==> config.mk <==
export PLATFORM = sky130hd
export DESIGN_NAME = rot_prio_resolver
export DESIGN_NICKNAME = d
export VERILOG_FILES = /design/src/rtl/rpr_pkg.sv /design/src/rtl/rpr_rank.sv /design/src/rtl/rpr_nest_filter.sv /design/src/rtl/rpr_present.sv /design/src/rtl/rot_prio_resolver.sv
export SDC_FILE = /design/constraint.sdc
export NUM_CORES = 1
export LEC_CHECK = 0
export ABC_AREA = 1
export BUFFER_PORTS_ARGS = -buffer_cell sky130_fd_sc_hd__clkbuf_2
export CAP_MARGIN = 30
export CORE_ASPECT_RATIO = 0.5
export CORE_MARGIN = 2
export CORE_UTILIZATION = 25
export CTS_BUF_LIST = sky130_fd_sc_hd__clkbuf_8
export CTS_CLUSTER_DIAMETER = 60
export DETAILED_ROUTE_END_ITERATION = 10
export SETUP_SLACK_MARGIN = 0.05
export SYNTH_ARGS = -nofsm -noshare
export SYNTH_HDL_FRONTEND = slang
export SYNTH_SLANG_ARGS = --single-unit
==> constraint.sdc <==
create_clock -name clk -period 2.95 [get_ports clk]
set_input_delay 0.295 -clock clk [delete_from_list [all_inputs] [get_ports clk]]
set_output_delay 0.295 -clock clk [all_outputs]
set_load 0.01 [all_outputs]
==> src/rtl/rpr_pkg.sv <==
// Package: shared defaults for the rotating priority resolver.
// Assumes the line count is a power of two so that the offset wraps by truncation.
package rpr_pkg;
    localparam int RPR_LINES_DFLT   = 8;
    localparam int RPR_CASCADE_DFLT = 2;

    // Returns 1 when v is a nonzero power of two
    function automatic bit is_pow2(input int v);
        return (v > 0) && ((v & (v - 1)) == 0);
    endfunction
endpackage

==> src/rtl/rpr_rank.sv <==
// Module: rpr_rank
// Finds the rank of the most urgent set bit of vec_i, counting from off_i
// upward with wrap-around. The output rank N means the vector is empty.
// Assumes N is a power of two and W = log2(N).
module rpr_rank #(
    parameter int N = 8,
    parameter int W = 3
) (
    input  logic [N-1:0] vec_i,
    input  logic [W-1:0] off_i,
    output logic [W:0]   rank_o
);
    localparam logic [W:0] NONE = (W+1)'(N);

    logic [N-1:0] rot_vec;

    // Rotate the vector so that bit 0 is the line at the offset
    for (genvar p = 0; p < N; p++) begin : g_rot
        assign rot_vec[p] = vec_i[W'(p) + off_i];
    end

    // Priority-encode the rotated vector, lowest index first
    always_comb begin
        rank_o = NONE;
        for (int p = N - 1; p >= 0; p--) begin
            if (rot_vec[p]) rank_o = (W+1)'(p);
        end
    end
endmodule

==> src/rtl/rpr_nest_filter.sv <==
// Module: rpr_nest_filter
// Removes the cascade line from the in-service set when the nesting option
// is on and this instance is the primary. Otherwise the set passes unchanged.
module rpr_nest_filter #(
    parameter int N       = 8,
    parameter int CASCADE = 2
) (
    input  logic [N-1:0] insvc_i,
    input  logic         nest_en_i,
    input  logic         primary_i,
    output logic [N-1:0] insvc_o
);
    localparam logic [N-1:0] CASC_BIT = N'(1) << CASCADE;

    // Clear the cascade bit only on a primary that has nesting on
    always_comb begin
        insvc_o = insvc_i;
        if (nest_en_i && primary_i) insvc_o = insvc_i & ~CASC_BIT;
    end
endmodule

==> src/rtl/rpr_present.sv <==
// Module: rpr_present
// Registers the offer. The line number is captured when an offer starts and
// is held while the offer stays high. A changed winner drops the offer for
// one cycle so that the new line is loaded on a fresh rising offer.
module rpr_present #(
    parameter int W = 3
) (
    input  logic         clk,
    input  logic         rst_n,
    input  logic         cand_valid_i,
    input  logic [W-1:0] cand_line_i,
    output logic         irq_o,
    output logic [W-1:0] line_o
);
    logic same_line;

    // Detect whether the current winner matches the held line
    always_comb same_line = (cand_line_i == line_o);

    // Update the offer flag and the held line each clock
    always_ff @(posedge clk) begin
        if (!rst_n) begin
            irq_o  <= 1'b0;
            line_o <= '0;
        end else begin
            irq_o <= cand_valid_i && (!irq_o || same_line);
            if (cand_valid_i && !irq_o) line_o <= cand_line_i;
        end
    end
endmodule

==> src/rtl/rot_prio_resolver.sv <==
// Module: rot_prio_resolver (top)
// Picks the most urgent unmasked request under a rotating priority. It offers
// the request only when it outranks every line in service, with the nesting
// exemption applied to the cascade line. The offer is registered.
// Assumes LINES is a power of two.
module rot_prio_resolver #(
    parameter int LINES   = rpr_pkg::RPR_LINES_DFLT,
    parameter int CASCADE = rpr_pkg::RPR_CASCADE_DFLT
) (
    input  logic                       clk,
    input  logic                       rst_n,
    input  logic [LINES-1:0]           req_i,
    input  logic [LINES-1:0]           mask_i,
    input  logic [LINES-1:0]           insvc_i,
    input  logic [$clog2(LINES)-1:0]   rot_i,
    input  logic                       nest_en_i,
    input  logic                       primary_i,
    output logic                       irq_o,
    output logic [$clog2(LINES)-1:0]   line_o
);
    localparam int W = $clog2(LINES);

    initial begin
        if (!rpr_pkg::is_pow2(LINES)) $error("LINES must be a power of two");
    end

    logic [LINES-1:0] cand;
    logic [LINES-1:0] insvc_eff;
    logic [W:0]       req_rank;
    logic [W:0]       cur_rank;
    logic             win_valid;
    logic [W-1:0]     win_line;

    // Candidate set: requested and not masked
    always_comb cand = req_i & ~mask_i;

    rpr_nest_filter #(.N(LINES), .CASCADE(CASCADE)) u_nest (
        .insvc_i   (insvc_i),
        .nest_en_i (nest_en_i),
        .primary_i (primary_i),
        .insvc_o   (insvc_eff)
    );

    rpr_rank #(.N(LINES), .W(W)) u_req_rank (
        .vec_i  (cand),
        .off_i  (rot_i),
        .rank_o (req_rank)
    );

    rpr_rank #(.N(LINES), .W(W)) u_cur_rank (
        .vec_i  (insvc_eff),
        .off_i  (rot_i),
        .rank_o (cur_rank)
    );

    // Strict comparison against the in-service rank, then map rank to line
    always_comb begin
        win_valid = (req_rank < cur_rank);
        win_line  = req_rank[W-1:0] + rot_i;
    end

    rpr_present #(.W(W)) u_present (
        .clk          (clk),
        .rst_n        (rst_n),
        .cand_valid_i (win_valid),
        .cand_line_i  (win_line),
        .irq_o        (irq_o),
        .line_o       (line_o)
    );
endmodule

# ---- Word-level counts from Yosys, hierarchy flattened
# Cells that the tools add are included.
dict set report classes {
  n_reduce_logical 5
  bitwise 2
  eq_ne 1
  magnitude_cmp 9
  add_sub_neg 8
  n_mux 49
}
# cell count
set op_table {}
lappend op_table {{$mux W4} 16}
lappend op_table {{$bmux W1 S3} 16}
lappend op_table {{$lt A3 B4 Y1 const B} 8}
lappend op_table {{$mux W1} 16}
lappend op_table {{$add A3 B3 Y3 const A} 4}
lappend op_table {{$and A8 B8 Y8} 1}
lappend op_table {{$not A8 Y8} 1}
lappend op_table {{$add A2 B3 Y3 const A} 2}
lappend op_table {{$lt A4 B4 Y1} 1}
lappend op_table {{$add A1 B3 Y3 const A} 1}
lappend op_table {{$add A3 B3 Y3} 1}
lappend op_table {{$eq A3 B3 Y1} 1}
lappend op_table {{$logic_and A1 B1 Y1} 3}
lappend op_table {{$mux W3} 1}
lappend op_table {{$logic_not A1 Y1} 1}
lappend op_table {{$logic_or A1 B1 Y1} 1}
dict set report word_totals {
  inputBits 31
  out_inout_bits 4
  ff_bits 4
  elab_cells 76
}

# ---- Depth between registers and ports, before layout
dict set report logic_depth {
  depth_word 16
  ltp_mapped 27
  depth_no_buf 24
}

# ---- Modules after synthesis
# From an unflattened synthesis, not the netlist that was laid out.
dict set report hier_totals {
  hier_cells 269
  hier_area_um2 1362.6
}
# module area_per_inst_um2 cells_each instances
set modules_own_cells {}
lappend modules_own_cells {rpr_rank 445.4 95 2}
lappend modules_own_cells {rot_prio_resolver 222.7 43 1}
lappend modules_own_cells {rpr_present 183.9 27 1}
lappend modules_own_cells {rpr_nest_filter 65.1 9 1}

# ---- Worst setup path after synthesis
# Ideal clock, no wire load.
dict set report synth_timing {
  path_type {input to register}
  start {in rot_i[0]}
  end {reg u_present.irq_o}
  setup_time_ns 0.111
  setup_slack_ns -0.130
  t_required_ns 2.839
  t_arrival_ns 2.969
  stages 27
  path_buffers 3
  path_cell_list {buf_6 > inv_6 > buf_12 > ha_1 > buf_2 > inv_2 > nand3_1 > nand3_1 > nand2_1 > nand2_1 > nand2_1 > nand2_1 > nand2_1 > nand2_1 > nand2_1 > nand2_1 > inv_1 > ha_1 > inv_1 > fa_1 > xor2_1 > xnor2_2 > nand2_1 > nand2_1 > o21ai_1 > nand2_1 > nor2_1}
}
dict set report synth_between {
  elab_chain_cells 15
  elab_cells_between_ends 60
  cone_classes {add/sub (8); order compare (1); eq/ne (1); mux (48); reduce/logical (2)}
}
# element line_no
set synth_rtl {}
lappend synth_rtl {{from (decl)} rot_prio_resolver.sv:15} ;# input logic [$clog2(LINES)-1:0] rot_i,
lappend synth_rtl {{$add A3 B3 Y3} rpr_rank.sv:19} ;# assign rot_vec[p] = vec_i[W'(p) + off_i];
lappend synth_rtl {{$bmux W1 S3} rpr_rank.sv:19}
lappend synth_rtl {{$mux W1 (not written as such)} rpr_rank.sv:19}
lappend synth_rtl {{$mux W4 (8 in series)} rpr_rank.sv:26} ;# if (rot_vec[p]) rank_o = (W+1)'(p);
lappend synth_rtl {{$add A3 B3 Y3} rot_prio_resolver.sv:59} ;# win_line = req_rank[W-1:0] + rot_i;
lappend synth_rtl {{$eq A3 B3 Y1} rpr_present.sv:18} ;# always_comb same_line = (cand_line_i == line_o);
lappend synth_rtl {{$logic_or A1 B1 Y1} rpr_present.sv:26} ;# irq_o <= cand_valid_i && (!irq_o || same_line);
lappend synth_rtl {{$logic_and A1 B1 Y1 (*)} rpr_present.sv:26}
lappend synth_rtl {{to (signal assigned)} rpr_present.sv:26}
lappend synth_rtl {{to (decl)} rpr_present.sv:12} ;# output logic irq_o,
# Mark *: on every way between the ends. The rest lies on a longest branch, timed or not. The select of a mux whose other input is x is not followed.
# A chain may end at the register's enable or synchronous reset.

# ---- Worst setup path after layout
# Same ends and word-level chain as after synthesis.

==> reports/qor.txt <==
Simple-Gate Fraction of Synth Area = 53.6%
Synthesized net count = 272
Max_cap viols = 0
Crit-path cells = buf_6 > inv_6 > ha_4 > inv_8 > nand3_2 > nand2_2 > o21a_1 > nand2_1 > nand2_1 > nand2_1 > nand2_1 > nand2_1 > nand2_2 > inv_2 > ha_4 > inv_2 > fa_2 > xnor2_1 > a21oi_1 > nand2_1 > o21ai_1 > nand2_1 > nor2_1
Slew @ Worst Pin = 319 ps
Crit path from = rot_i[0]
Worst hold path startpoint = rst_n
Power, Total = 721 µW
Total Wirelength = 3.83 mm
H-tree levels = 1
Wire per inst = 10.7 µm
Initial antenna violation count = 0
Crit start category = input pin
Period utilization = 92.1%
CORE AREA = 0.00540 mm²
Crit end category = register
Effective utilization at floorplan = 25.6%
Commonest non-fill, non-tap cell in the layout = nand2_1
Data arrival, critical path = 2870 ps
FMAX = 0.368 GHz
Die area = 0.00616 mm²
Main synth FF type = dfxtp_1
FF+latch count, synth = 4
Final min period = 2720 ps
Row count = 19
Status = finished, final reports clean
Min Hold Slack = 331 ps
Cells after Synth = 234
Routed Antenna Nets = 0
Dpl cell area = 0.00171 mm²
Req. time, crit path = 3100 ps
Overflow after GRT = 0
Hold EP = u_present.irq_o$_SDFF_PN0_
Main combinational cell family by area after synthesis = simple AND/OR/NAND/NOR gates
Number of global-route vias before repair = 1534
GP Congestion = 0.875
Worst hold path class = input pin to register
Die Ht = 56.5 µm
Maximum VDD drop = 0.000273 V
Power density cells = 388 mW/mm²
DR DRC count = 0
Slew margin rel. = 78.5%
Max-slew violations = 0
FF-to-FF setup slack = 1960 ps
Layout Cells excl Fill = 356
IO Count = 35
Most frequent CP cell = nand2_1
Compound-gate portion of the synthesized area = 10.9%
Clock Tree Buf Depth = 2
Mux contribution to synthesized area = 0.726%
Vias per inst = 4.52
Worst-path clk slew = 30 ps
R2R Path End = u_present.irq_o$_SDFF_PN0_
Final Hold Viols = 0
Reg2Reg Depth = 6
Largest net degree at the start of global routing = 12
Post-synth ARST share = 0%
Clk Latency, worst-skew pair = 210 ps
Clock Tree Root = clkbuf_8
Post-Synth Adder-Cell Area = 6.90%
Post-Syn Area = 0.00138 mm²
Post-synth EDFFs = 0
Hold-critical path depth = 3
Average footprint of a synthesized cell = 5.89 µm²
# clock sinks = 4
Final Instance Area = 0.00186 mm²
Die W = 109 µm
Global-route wire length before repair = 6.53 mm
CTS tree = yes
Slowest CP cell = fa_2
Area growth, synth to finish = 34.7%
Setup violations, final = 0
Hpwl dp = 3.19 mm
Worst Path Buf+Inv = 5
Antenna diodes = 0
RR Startpoint = u_present.line_o[1]$_SDFFE_PN0P_
Post-Synth XOR/XNOR Area = 7.62%
Ratio of cells with drive above 1 in the final layout = 34.3%
Worst Skew = 3.29 ps
Max FO, Critical Path = 8
Register area share after synthesis = 5.81%
DRC violation total after the first TritonRoute iteration = 95
Drt pass-1 iters = 4
Crit path largest cell delay = 580 ps
PortBufs = 34
GR Util All Layers = 13.0%
Final Util = 34.4%
Yosys warnings = 0
Synth cell types = 33
Final net count = 323
CP Class = input pin to register
TritonCTS Buffers = 3
CP delay by family, top = adder cells
DR vias = 1610
Unrepaired setup endpoints after global routing = false
Leak pwr = 0.000994 µW
Most frequent cells in the layout = 76 x nand2_1, 35 x nand3_1, 31 x clkbuf_2, 27 x inv_1, 18 x buf_4
Cells after DPL = 348
[Yosys cell counts (2+ instances only)]
library cell / count / area, µm²
nand2_1: 78 / 293
nand3_1: 40 / 200
inv_1: 30 / 113
nor2_1: 13 / 48.8
nand3_2: 9 / 90.1
ha_1: 6 / 75.1
nand2_2: 5 / 31.3
o21ai_1: 5 / 25.0
a21oi_1: 4 / 20.0
dfxtp_1: 4 / 80.1
o21ai_0: 4 / 20.0
a31oi_1: 3 / 18.8
buf_6: 3 / 33.8
inv_2: 3 / 11.3
nand4_1: 3 / 18.8
nand3_4: 2 / 35.0
nor3_1: 2 / 10.0
o21a_1: 2 / 15.0
o21ai_2: 2 / 17.5
xnor2_2: 2 / 32.5
xnor2_4: 2 / 55.1
[worst min-delay path, stage by stage]
cell,delay (ps)
clkbuf_2,110
nand2_1,60
nor2_1,40
[state kept, by name, summed over array words and instances (netlist names)]
register,count
u_present.line_o,3
u_present.irq_o,1
[metal layers]
layer	wire length (µm)	part of all wire, %	GRT usage [%]	up-vias
li1	-	-	-	860
met1	1800	47	16.9	699
met2	1780	47	23.4	49
met3	239	6.2	1.51	2
met4	6	0.16	2.38	0
met5	0	0	0	-
[through the flow]
step / setup WS [ps] / TNS [ps]
2_1_floorplan: 62.6 / 0
3_5_place_dp: -34.2 / -34.2
6_report: 234 / 0
5_1_grt: 46.9 / 0
3_3_place_gp: 88.4 / 0
4_1_cts: 206 / 0
[cells by family after synthesis]
family / Yosys count
xor gates and xnor gates: 6
buffers and inverters: 40
and+or+nand+nor: 154
adders and majority gates: 7
AOI/OAI and AO/OA: 22
muxes: 1
DFF: 4
[report_power, final]
part           internal, µW  switching [µW]  total (µW)
combinational           218             294         511
sequential             76.9            19.3        96.1
clock                  86.8            26.2         113
total                   381             339         721
[final cells by class]
class	count	area, µm²
fillers	568	3540
multi-input cells	190	1180
repair buffers	52	318
inverters	34	143
well taps	73	91.3
flip-flops and latches	4	80.1
clock buffers	3	41.3
[worst max-delay path by stage]
stage | endpoint | slack (ps) | depth (start not counted)
after floorplan | u_present.irq_o$_SDFF_PN0_ | 60 | 24
after global placement | u_present.irq_o$_SDFF_PN0_ | 90 | 24
after detailed placement | u_present.irq_o$_SDFF_PN0_ | -30 | 22
after CTS | u_present.irq_o$_SDFF_PN0_ | 210 | 22
after global routing | u_present.irq_o$_SDFF_PN0_ | 50 | 22
final | u_present.irq_o$_SDFF_PN0_ | 230 | 23
[repair_timing]
item / CTS / global route
hold buffers: 0 / 0
setup buffers: 0 / 5
endpoints found under the setup margin: 0 / 1
resized for setup: 0 / 22
Power figures use the tool's default switching activity.
